<file path="config.mk">
export PLATFORM = sky130hd
export DESIGN_NAME = instr_sequencer
export DESIGN_NICKNAME = d
export VERILOG_FILES = /design/src/rtl/seq_pkg.sv /design/src/rtl/seq_control.sv /design/src/rtl/seq_datapath.sv /design/src/rtl/instr_sequencer.sv
export SDC_FILE = /design/constraint.sdc
export NUM_CORES = 1
export LEC_CHECK = 0
export BUFFER_PORTS_ARGS = -buffer_cell sky130_fd_sc_hd__buf_4
export CAP_MARGIN = 20
export CELL_PAD_IN_SITES_DETAIL_PLACEMENT = 1
export CELL_PAD_IN_SITES_GLOBAL_PLACEMENT = 1
export CORE_ASPECT_RATIO = 0.5
export CORE_MARGIN = 1
export CORE_UTILIZATION = 37
export CTS_BUF_LIST = sky130_fd_sc_hd__clkbuf_16
export CTS_CLUSTER_DIAMETER = 30
export DETAILED_ROUTE_END_ITERATION = 12
export GPL_TIMING_DRIVEN = 0
export HOLD_SLACK_MARGIN = 0.06
export PLACE_DENSITY_LB_ADDON = 0.1
export SYNTH_ARGS = -nofsm -noshare
export SYNTH_HDL_FRONTEND = slang
export SYNTH_SLANG_ARGS = --single-unit
</file>
<file path="constraint.sdc">
create_clock -name clk -period 2.3 [get_ports clk]
set_clock_uncertainty 0.15 [all_clocks]
set_input_delay 0.23 -clock clk [delete_from_list [all_inputs] [get_ports clk]]
set_output_delay 0.23 -clock clk [all_outputs]
set_load 0.1 [all_outputs]
</file>
<file path="src/rtl/seq_pkg.sv">
package seq_pkg;
  // Strobes issued by the control to the datapath, one per register transfer
  typedef struct packed {
    logic arFromPc;   // step 0 load
    logic irFromMem;  // step 1 load
    logic pcInc;      // step 1 increment
    logic arFromIr;   // step 2 load, also latches indirect bit and decode
    logic arFromMem;  // step 3 indirect address fetch
    logic addrPc;     // memory address select: program counter
    logic addrIr;     // memory address select: instruction address field
  } strobe_t;
endpackage

</file>
<file path="src/rtl/seq_control.sv">
module seq_control
  import seq_pkg::*;
#(
  parameter int STEP_W = 4,
  localparam int NUM_STEPS = 1 << STEP_W
) (
  input  logic                 clk,
  input  logic                 rstN,
  input  logic                 startReq,
  input  logic                 haltReq,
  input  logic                 execDone,
  input  logic                 opHigh,
  input  logic                 indFlag,
  output strobe_t              strb,
  output logic [NUM_STEPS-1:0] tStep,
  output logic                 runFlag,
  output logic                 execMem,
  output logic                 execReg,
  output logic                 execIo
);
  localparam logic [STEP_W-1:0] MAX_STEP  = STEP_W'(NUM_STEPS - 1);
  localparam logic [STEP_W-1:0] DISPATCH  = STEP_W'(3);
  localparam logic [STEP_W-1:0] MEM_START = STEP_W'(4);

  logic [STEP_W-1:0] stepCnt;
  logic              execActive;

  // Start-stop flag: halt wins
  always_ff @(posedge clk or negedge rstN) begin
    if (!rstN)         runFlag <= 1'b0;
    else if (haltReq)  runFlag <= 1'b0;
    else if (startReq) runFlag <= 1'b1;
  end

  // Execute hand-off decoded from the operation class and the step
  assign execMem    = !opHigh && (stepCnt >= MEM_START);
  assign execReg    = opHigh && !indFlag && (stepCnt >= DISPATCH);
  assign execIo     = opHigh && indFlag && (stepCnt >= DISPATCH);
  assign execActive = execMem | execReg | execIo;

  // Clearable, saturating step counter
  always_ff @(posedge clk or negedge rstN) begin
    if (!rstN) begin
      stepCnt <= '0;
    end else if (runFlag) begin
      if (execActive && execDone) stepCnt <= '0;
      else if (stepCnt != MAX_STEP) stepCnt <= stepCnt + 1'b1;
    end
  end

  // One-hot step decoder
  for (genvar k = 0; k < NUM_STEPS; k++) begin : g_step
    assign tStep[k] = (stepCnt == STEP_W'(k));
  end

  always_comb begin
    strb           = '0;
    strb.arFromPc  = runFlag && tStep[0];
    strb.irFromMem = runFlag && tStep[1];
    strb.pcInc     = runFlag && tStep[1];
    strb.arFromIr  = runFlag && tStep[2];
    strb.arFromMem = runFlag && tStep[3] && !opHigh && indFlag;
    strb.addrPc    = tStep[0];
    strb.addrIr    = tStep[2];
  end
endmodule

</file>
<file path="src/rtl/seq_datapath.sv">
module seq_datapath
  import seq_pkg::*;
#(
  parameter int ADDR_W = 12,
  parameter int OP_W   = 3,
  localparam int WORD_W  = ADDR_W + OP_W + 1,
  localparam int NUM_OPS = 1 << OP_W
) (
  input  logic               clk,
  input  logic               rstN,
  input  strobe_t            strb,
  input  logic [WORD_W-1:0]  memData,
  output logic [ADDR_W-1:0]  memAddr,
  output logic [ADDR_W-1:0]  arOut,
  output logic [ADDR_W-1:0]  pcOut,
  output logic [WORD_W-1:0]  irOut,
  output logic               indFlag,
  output logic [NUM_OPS-1:0] decOp
);
  localparam int IND_BIT = WORD_W - 1;

  logic [ADDR_W-1:0]  arReg, pcReg;
  logic [WORD_W-1:0]  irReg;
  logic               indReg;
  logic [NUM_OPS-1:0] decReg, decNext;
  logic [OP_W-1:0]    opField;

  assign opField = irReg[ADDR_W +: OP_W];

  for (genvar k = 0; k < NUM_OPS; k++) begin : g_opdec
    assign decNext[k] = (opField == OP_W'(k));
  end

  always_ff @(posedge clk or negedge rstN) begin
    if (!rstN) begin
      arReg  <= '0;
      pcReg  <= '0;
      irReg  <= '0;
      indReg <= 1'b0;
      decReg <= '0;
    end else begin
      if (strb.arFromPc)  arReg <= pcReg;
      if (strb.irFromMem) irReg <= memData;
      if (strb.pcInc)     pcReg <= pcReg + 1'b1;
      if (strb.arFromIr) begin
        arReg  <= irReg[ADDR_W-1:0];
        indReg <= irReg[IND_BIT];
        decReg <= decNext;
      end
      if (strb.arFromMem) arReg <= memData[ADDR_W-1:0];
    end
  end

  // Address goes out one cycle ahead of the data it fetches
  always_comb begin
    if (strb.addrPc)      memAddr = pcReg;
    else if (strb.addrIr) memAddr = irReg[ADDR_W-1:0];
    else                  memAddr = arReg;
  end

  assign arOut   = arReg;
  assign pcOut   = pcReg;
  assign irOut   = irReg;
  assign indFlag = indReg;
  assign decOp   = decReg;
endmodule

</file>
<file path="src/rtl/instr_sequencer.sv">
module instr_sequencer
  import seq_pkg::*;
#(
  parameter int ADDR_W = 12,
  parameter int OP_W   = 3,
  parameter int STEP_W = 4,
  localparam int WORD_W    = ADDR_W + OP_W + 1,
  localparam int NUM_OPS   = 1 << OP_W,
  localparam int NUM_STEPS = 1 << STEP_W
) (
  input  logic                 clk,
  input  logic                 rstN,
  input  logic                 startReq,
  input  logic                 haltReq,
  output logic [ADDR_W-1:0]    memAddr,
  input  logic [WORD_W-1:0]    memData,
  input  logic                 execDone,
  output logic                 execMem,
  output logic                 execReg,
  output logic                 execIo,
  output logic [NUM_STEPS-1:0] tStep,
  output logic [NUM_OPS-1:0]   decOp,
  output logic [ADDR_W-1:0]    arOut,
  output logic [ADDR_W-1:0]    pcOut,
  output logic [WORD_W-1:0]    irOut,
  output logic                 indFlag,
  output logic                 runFlag
);
  strobe_t strb;

  seq_control #(.STEP_W(STEP_W)) u_ctrl (
    .clk      (clk),
    .rstN     (rstN),
    .startReq (startReq),
    .haltReq  (haltReq),
    .execDone (execDone),
    .opHigh   (decOp[NUM_OPS-1]),
    .indFlag  (indFlag),
    .strb     (strb),
    .tStep    (tStep),
    .runFlag  (runFlag),
    .execMem  (execMem),
    .execReg  (execReg),
    .execIo   (execIo)
  );

  seq_datapath #(.ADDR_W(ADDR_W), .OP_W(OP_W)) u_dp (
    .clk     (clk),
    .rstN    (rstN),
    .strb    (strb),
    .memData (memData),
    .memAddr (memAddr),
    .arOut   (arOut),
    .pcOut   (pcOut),
    .irOut   (irOut),
    .indFlag (indFlag),
    .decOp   (decOp)
  );
endmodule

</file>
==> Yosys cells after proc, flatten, opt, wreduce, memory -nomap -nowiden <==
Cells that the tools add are included.
{ "totals": {"reg_bits": 54} }
{ "op_classes": {"n_reduce_logical": 20, "n_addsub": 2, "n_bitwise": 2, "muxes": 9, "magnitude_cmp": 2, "n_eq_ne": 23} }
{ "ops": {"columns": ["operator", "count"], "rows": [
  ["12-bit two-way mux", 5],
  ["4-bit equality test (second input constant)", 8],
  ["4-bit by 3-bit equality test with 1-bit output (second input constant)", 4],
  ["12-bit by 1-bit adder with 12-bit output (second input constant)", 1],
  ["3-bit equality test (second input constant)", 4],
  ["1-bit logical AND", 12],
  ["4-bit by 2-bit equality test with 1-bit output (second input constant)", 2],
  ["4-bit two-way mux", 2],
  ["3-bit by 2-bit equality test with 1-bit output (second input constant)", 2],
  ["4-bit by 1-bit adder with 4-bit output (second input constant)", 1],
  ["4-bit by 1-bit equality test with 1-bit output (second input constant)", 1],
  ["4-bit by 2-bit >= comparator with 1-bit output (second input constant)", 1],
  ["4-bit by 3-bit >= comparator with 1-bit output (second input constant)", 1],
  ["4-bit logical NOT", 1],
  ["4-bit inequality test (second input constant)", 1],
  ["2-bit nonzero test", 2],
  ["3-bit by 1-bit equality test with 1-bit output (second input constant)", 1],
  ["3-bit logical NOT", 1],
  ["3-bit nonzero test", 1],
  ["1-bit logical NOT", 2],
  ["1-bit two-way mux", 2],
  ["1-bit bitwise OR", 2],
  ["2-bit AND reduction", 1]
]} }

==> Depth between registers and ports, before layout <==
Gate-level depths: netlist (run 1).
{ "depth": {"depth_word": 8, "ltp_mapped": 8, "mapped_depth_nobuf": 6} }

==> Hierarchy <==
A second synthesis (run 1) with hierarchy kept.
{ "unflattened": {"cells_unflattened": 280, "area_unflattened_um2": 2956.6} }
{ "by_module_without_submodules": {"columns": ["mod", "instances", "seq_area_each_um2", "area_per_inst_um2", "cells_per_inst"], "rows": [
  ["seq_datapath", 1, 1226.2, 2426.1, 213],
  ["seq_control", 1, 125.1, 530.5, 67]
]} }

==> Least setup slack after synthesis (run 1) <==
OpenSTA, ideal clock, no wires.
{ "synth_timing": {"kind": "reg-to-output", "start": "register u_ctrl.stepCnt[0]", "end": "output port memAddr[0]", "arrival_ps": 3689, "path_buffers": 3, "slack_ps": -1769, "required_time_ps": 1920, "path_stages_with_launch": 9, "cell_sequence": "dfrtp_1 > inv_1 > ha_1 > clkbuf_1 > and2_1 > buf_2 > buf_2 > mux2i_1 > o21ai_0"} }
{ "synth_lines": {"columns": ["element", "line", "source"], "rows": [
  ["start, declared", "seq_control.sv:25", "logic [STEP_W-1:0] stepCnt;"],
  ["start signal, assigned", "seq_control.sv:47", "else if (stepCnt != MAX_STEP) stepCnt <= stepCnt + 1'b1;"],
  ["end, declared", "instr_sequencer.sv:15", "output logic [ADDR_W-1:0] memAddr,"]
]} }

==> Worst setup path in the final report (run 1) <==
{ "layout_timing": {"start": "register u_ctrl.stepCnt[1]", "end": "output port memAddr[6]"} }
{ "layout_via": {"elab_chain_len": 3} }
{ "layout_lines": {"columns": ["element", "line", "source"], "rows": [
  ["4-bit by 2-bit equality test with 1-bit output", "seq_control.sv:53", "assign tStep[k] = (stepCnt == STEP_W'(k));"],
  ["12-bit two-way mux", "seq_datapath.sv:57", "else if (strb.addrIr) memAddr = irReg[ADDR_W-1:0];"],
  ["12-bit two-way mux *", "seq_datapath.sv:56", "if (strb.addrPc) memAddr = pcReg;"]
]} }
Mark *: on every way between the ends. The rest lies on a longest branch, timed or not.

==> results of run 1 <==
[through the flow]
step                      worst slack (ns)  hold slack, ns
final                              0.00462           0.112
after CTS                          -0.0157           0.122
after global placement              -0.428           0.171
after detailed placement            -0.490           0.177
after global routing               -0.0544           0.124
after floorplan                   -0.00902          -0.216
[placed cells by master, fill, tap and decap left out, types with 8 or more instances in the layout]
master,count
o21ai_0,16
nand2_1,38
and2_1,11
dlygate4sd3_1,19
buf_12,14
dfrtp_1,50
o31ai_1,8
nor2_1,17
mux2_2,18
buf_4,104
o21ai_4,12
[layout make-up]
class                   instances  area, sq um
repair buffers                139         1310
well taps                     108          135
clock buffers                   5          125
flip-flops and latches         54         1360
plain buffers                  22          193
multi-input cells             219         1790
fillers                       777         2520
clock inverters                 3         37.5
inverters                       4         17.5
[routing by layer]
metal | global-route usage | vias to the layer above | part of all wire | wire, um
met1 | 0.374 | 1521 | 0.41 | 4820
met4 | 0.101 | 0 | 0.014 | 165
met3 | 0.0512 | 14 | 0.060 | 700
met2 | 0.510 | 128 | 0.51 | 6040
li1 | - | 1340 | - | -
met5 | 0 | - | 0 | 0
[flip-flops by register name, summed over array words and instances (netlist names)]
register        cells
u_dp.indFlag        1
u_dp.arOut         12
u_dp.pcOut         12
u_dp.decOp          8
u_ctrl.stepCnt      4
u_ctrl.runFlag      1
u_dp.irOut         16
[repair_timing]
item,in CTS,in global routing
setup endpoints to repair,29,44
gates resized for setup,78,34
endpoints found under the hold margin,83,0
buffers inserted,11,5
cloned,2,1
pin swaps,1,5
hold buffers,19,0
[kinds of logic after synthesis]
logic type | share of synthesized area
muxes | 0.110
xor gates and xnor gates | 0.0359
DFF | 0.461
and+or+nand+nor | 0.196
buffers and inverters | 0.0457
adders and majority gates | 0.0214
AOI/OAI and AO/OA | 0.130
[synth_stat cells (6+ instances only)]
library cell	count
a221oi_1	7
and2_1	13
and3_1	6
clkbuf_1	13
dfrtp_1	54
mux2_2	18
mux2i_1	12
nand2_1	48
nand2b_1	6
nor2_1	20
o21ai_0	29
o31ai_1	9
xor2_1	7
[worst max-delay path by stage]
| stage | slack, ns | to | depth (start not counted) | start |
|---|---|---|---|---|
| finish | 0.005 | memAddr[6] | 9 | u_ctrl.stepCnt[1]$_DFFE_PN0P_ |
| floorplan | -0.009 | memAddr[3] | 8 | u_ctrl.stepCnt[0]$_DFFE_PN0P_ |
| global route | -0.05 | u_dp.arOut[4]$_DFFE_PN0P_ | 8 | u_ctrl.stepCnt[0]$_DFFE_PN0P_ |
| CTS | -0.02 | memAddr[4] | 9 | u_ctrl.stepCnt[1]$_DFFE_PN0P_ |
| global placement | -0.43 | memAddr[2] | 8 | u_ctrl.stepCnt[1]$_DFFE_PN0P_ |
| detailed placement | -0.49 | memAddr[4] | 8 | u_ctrl.stepCnt[1]$_DFFE_PN0P_ |
[worst max-delay path: stages, from the launching register on]
cell,delay (ns)
dfrtp_2,0.44
buf_6,0.14
inv_4,0.06
ha_4,0.15
and2_4,0.14
buf_8,0.14
clkbuf_16,0.18
nand2_4,0.06
o21ai_4,0.10
buf_12,0.20
==> metrics, run 1 <==
Worst Tran Pin Value between 0.7 and 0.8 ns; DIE HEIGHT about 65 um; Placed Cells 510; min Tclk post-route ~2.3 ns; status completed; post-layout utilization of the core 0.663; max-cap violation count 0; first-pass GRT wire length ~18000 um; Max Fclk ~440 MHz; Reg-to-Reg End u_dp.arOut[4]$_DFFE_PN0P_; CP required approximately 1.9 ns; Primary FF master, synth dfrtp_1; clock latency at the later pin of the worst-skew pair between 0.3 and 0.4 ns; global route total overflow 0; setup TNS 0 ns; Worst-path clk slew 0.07 ns; initial antenna violation count 0; Cell Rows 22; worst r2r path cells 8; CP Launch Type flip-flop; flop-to-flop setup slack approximately 0.08 ns; Post-synth ARST share 1.00; htree depth 2; Mapped Area 2930 sq um; DR vias/cell roughly 5.4; Period Utilization, post-route 0.998; hold endpoint u_ctrl.stepCnt[2]$_DFFE_PN0P_; Crit Path Class reg2out; Fin. Hold Viols 0; post-synth net total ~330; number of CTS-inserted buffers 5; DRT iter0 DRCs 177; I/O pin count 102; cell taking the most area after synthesis dfrtp_1; crit end category output pin; syn_area_per_cell 9.73 sq um; hold path startpoint execDone; Pins Over Slew Limit 0; die width 128 um; drt pass-1 iters 5; share of cells above drive strength 1 0.480; worst-path maximum fanout 7; Routed Antenna Nets 0; post-synth top area share 0.461; RSZ-0062 raised after global routing yes; Synth Instances about 300; GP Congestion between 0.7 and 0.8; top cells by area, synth dfrtp_1 (46%), mux2_2 (6.9%), nand2_1 (6.2%); HP Class in2reg; Distinct cells, synth just over 40; CP arrival 1.92 ns; Initial Utilization 0.391; FF+latch count, synth between 50 and 60; Slew HR 0.525; final net count 471; root buf cell clkbuf_16; Post-synth EDFFs 0; diode count 0; largest net degree at the start of global routing 55; Post-Route WL roughly 12000 um; Non-Filler Instances about 550; CTS tree yes; area grow syn2layout 69.5%; Synth Warn # 0; Hold Path Stages 3; die area 8300 sq um; total number of vias between 3000 and 4000; reg2reg start u_ctrl.stepCnt[0]$_DFFE_PN0P_; Global Route Usage Sum 0.294; final setup fails 0; design area just under 5000 sq um; Post-DP Area 4040 sq um; core area 7490 sq um; mean routed wirelength per cell between 20 and 25 um; post-detailed-placement half-perimeter wirelength ~6900 um; post-synthesis sequential area ratio 0.461; clock sink total 54; Longest Clk Path Bufs 2; drt drc 0; vias in the first global route around 3200; IO Port Bufs between 100 and 150
Power of run 1 is left out: the tool's default activity adds up to more than one toggle a clock period on the data nets, which glitch-free logic cannot reach.
==> inputs of run 2 (changes only) <==
Settings changed: SETUP_SLACK_MARGIN set to 0.15.
==> metrics, run 2 (synthesis results as in run 1) <==
Fin. Hold Viols 0 (unchanged); Pins Over Slew Limit 0 (unchanged); clock sink total 54 (unchanged); post-route setup slack -0.139 ns (was 0.00462 ns); die width 128 um (unchanged); pre-CTS WS -0.422 ns (was -0.490 ns); crit-path cells ha_4 > clkbuf_16 > and2_4 > buf_8 > buf_16 > mux2i_4 > o21ai_4 > buf_12 (was buf_6 > inv_4 > ha_4 > and2_4 > buf_8 > clkbuf_16 > nand2_4 > o21ai_4 > buf_12); fillers 770 (was 777); area grow syn2layout 77.2% (was 69.5%); min Tclk post-route 2.44 ns (was 2.30 ns); global route total overflow 0 (unchanged); Routed Antenna Nets 0 (unchanged); Post-Route WL 13700 um (was 11700 um); largest net degree at the start of global routing 55 (unchanged); RSZ-0062 raised after global routing yes (unchanged); Worst Tran Pin Value 0.741 ns (was 0.713 ns); status finished, violations left (was completed); Period Utilization, post-route 1.06 (was 0.998); Multi-input gate area 1860 sq um (was 1790 sq um); Crit Path Class reg2out (unchanged); Crit path largest cell delay 0.42 ns (was 0.44 ns); CP arrival 2.06 ns (was 1.92 ns); CP Buf/Inv Count 4 (was 5); Max Fclk 410 MHz (was 436 MHz); worst r2r path cells 10 (was 8); Hold Path Stages 3 (unchanged); Reg area 1370 sq um (was 1360 sq um); max-cap violation count 0 (unchanged); Slew HR 0.506 (was 0.525); CP required 1.92 ns (about the same); Worst-path clk slew 0.07 ns (about the same); GP Congestion 0.796 (was 0.780); post-detailed-placement half-perimeter wirelength 7100 um (was 6880 um); flop-to-flop setup slack 0.04 ns (was 0.08 ns); Largest register FFs 16 (unchanged); first-pass GRT wire length 18100 um (about the same); CP Launch Type flip-flop (unchanged); htree depth 2 (unchanged); Critical Path Stages 8 (was 9); failing checks negative setup slack; total number of vias 3176 (was 3003); crit end category output pin (unchanged); Global Route Usage Sum 0.295 (was 0.294); share of cells above drive strength 1 0.518 (was 0.480); core area 7490 sq um (unchanged); Longest Clk Path Bufs 2 (unchanged); CTS tree yes (unchanged); slowest cell on the critical path dfrtp_1 (was dfrtp_2); I/O pin count 102 (unchanged); final net count 473 (was 471); Initial Utilization 0.391 (unchanged); clock latency at the later pin of the worst-skew pair 0.31 ns (about the same); mean routed wirelength per cell 24.6 um (was 21.2 um); drt drc 0 (unchanged); vias in the first global route 3238 (was 3216); commonest non-fill, non-tap cells in the layout buf_4 (98), nand2_1 (44), dfrtp_1 (42) (was buf_4 (104), dfrtp_1 (50), nand2_1 (38)); Top delay family on crit path buffers and inverters (unchanged); DRT iter0 DRCs 168 (was 177); WHS 0.0491 ns (was 0.112 ns); IO Port Bufs 101 (unchanged); drt pass-1 iters 5 (unchanged); Cell Rows 22 (unchanged); DR vias/cell 5.70 (was 5.42); root buf cell clkbuf_16 (unchanged); DIE HEIGHT 64.9 um (unchanged); worst-path maximum fanout 5 (was 7); number of CTS-inserted buffers 5 (unchanged); HP Class in2reg (unchanged); final setup fails 12 (was 0); commonest non-fill, non-tap cell in the layout buf_4 (unchanged); initial antenna violation count 0 (unchanged); die area 8300 sq um (unchanged)
-- run 2: cell types whose count changed in the layout (fill, tap and decap cells not counted), sizes merged --
cell / previous run / this run
clkinvlp: 0 / 1
buf: 130 / 134
diode: 0 / 1
inv: 6 / 5
dlygate4sd3: 19 / 18
clkbuf: 17 / 16
-- run 2: layer usage --
layer  part of all wire  vias to the layer above  GRT usage
met3              0.067                       37     0.0809
met4              0.029                        0     0.0824
met5                  0                        -          0
met2               0.50                      159      0.539
met1               0.40                     1628      0.342
li1                   -                     1352          -
-- run 2: final timing paths --
check,startpoint,endpoint
worst max register to register,u_ctrl.stepCnt[0]$_DFFE_PN0P_,u_dp.arOut[11]$_DFFE_PN0P_
min in group asynchronous,rstN,u_dp.arOut[3]$_DFFE_PN0P_
worst max-delay path,u_ctrl.stepCnt[1]$_DFFE_PN0P_,memAddr[9]
max in group asynchronous,rstN,u_ctrl.runFlag$_DFFE_PN0P_
worst min-delay path,memData[13],u_dp.irOut[13]$_DFFE_PN0P_
worst min register to register,u_dp.decOp[3]$_DFFE_PN0P_,u_dp.decOp[3]$_DFFE_PN0P_
-- run 2: what timing repair did --
action | 4_1_cts | 5_1_grt
endpoints found under the hold margin | 82 | 0
buffers inserted | 15 | 2
gates cloned | 2 | 1
endpoints found under the setup margin | 36 | 59
resized for setup | 95 | 41
hold buffers | 18 | 0
pin swaps | 8 | 4
-- run 2: through the flow --
step / utilization / std cells / cell area, sq um / TNS [ns]
2_1_floorplan: - / 301 / 3170 / -0.00902
3_3_place_gp: 0.542 / 510 / 4060 / -5.48
3_5_place_dp: 0.542 / 510 / 4060 / -7.02
4_1_cts: 0.672 / 553 / 5030 / -0.852
5_1_grt: 0.693 / 556 / 5190 / -1.77
6_report: 0.693 / 557 / 5190 / -1.24
-- run 2: final cells by class --
| cell class | count | share of cell area |
|---|---|---|
| clock inverters | 3 | 0.00940 |
| diodes | 1 | 0.000482 |
| well taps | 108 | 0.0260 |
| inverters | 4 | 0.00338 |
| clock buffers | 5 | 0.0241 |
| repair buffers | 139 | 0.263 |
| flip-flops and latches | 54 | 0.264 |
| multi-input cells | 219 | 0.358 |
| plain buffers | 24 | 0.0518 |
-- run 2: worst min-delay path: stages --
cell and delay, ns:
buf_4 0.08, nand2_1 0.06, o21ai_0 0.09
Power of run 2 is left out for the same reason.
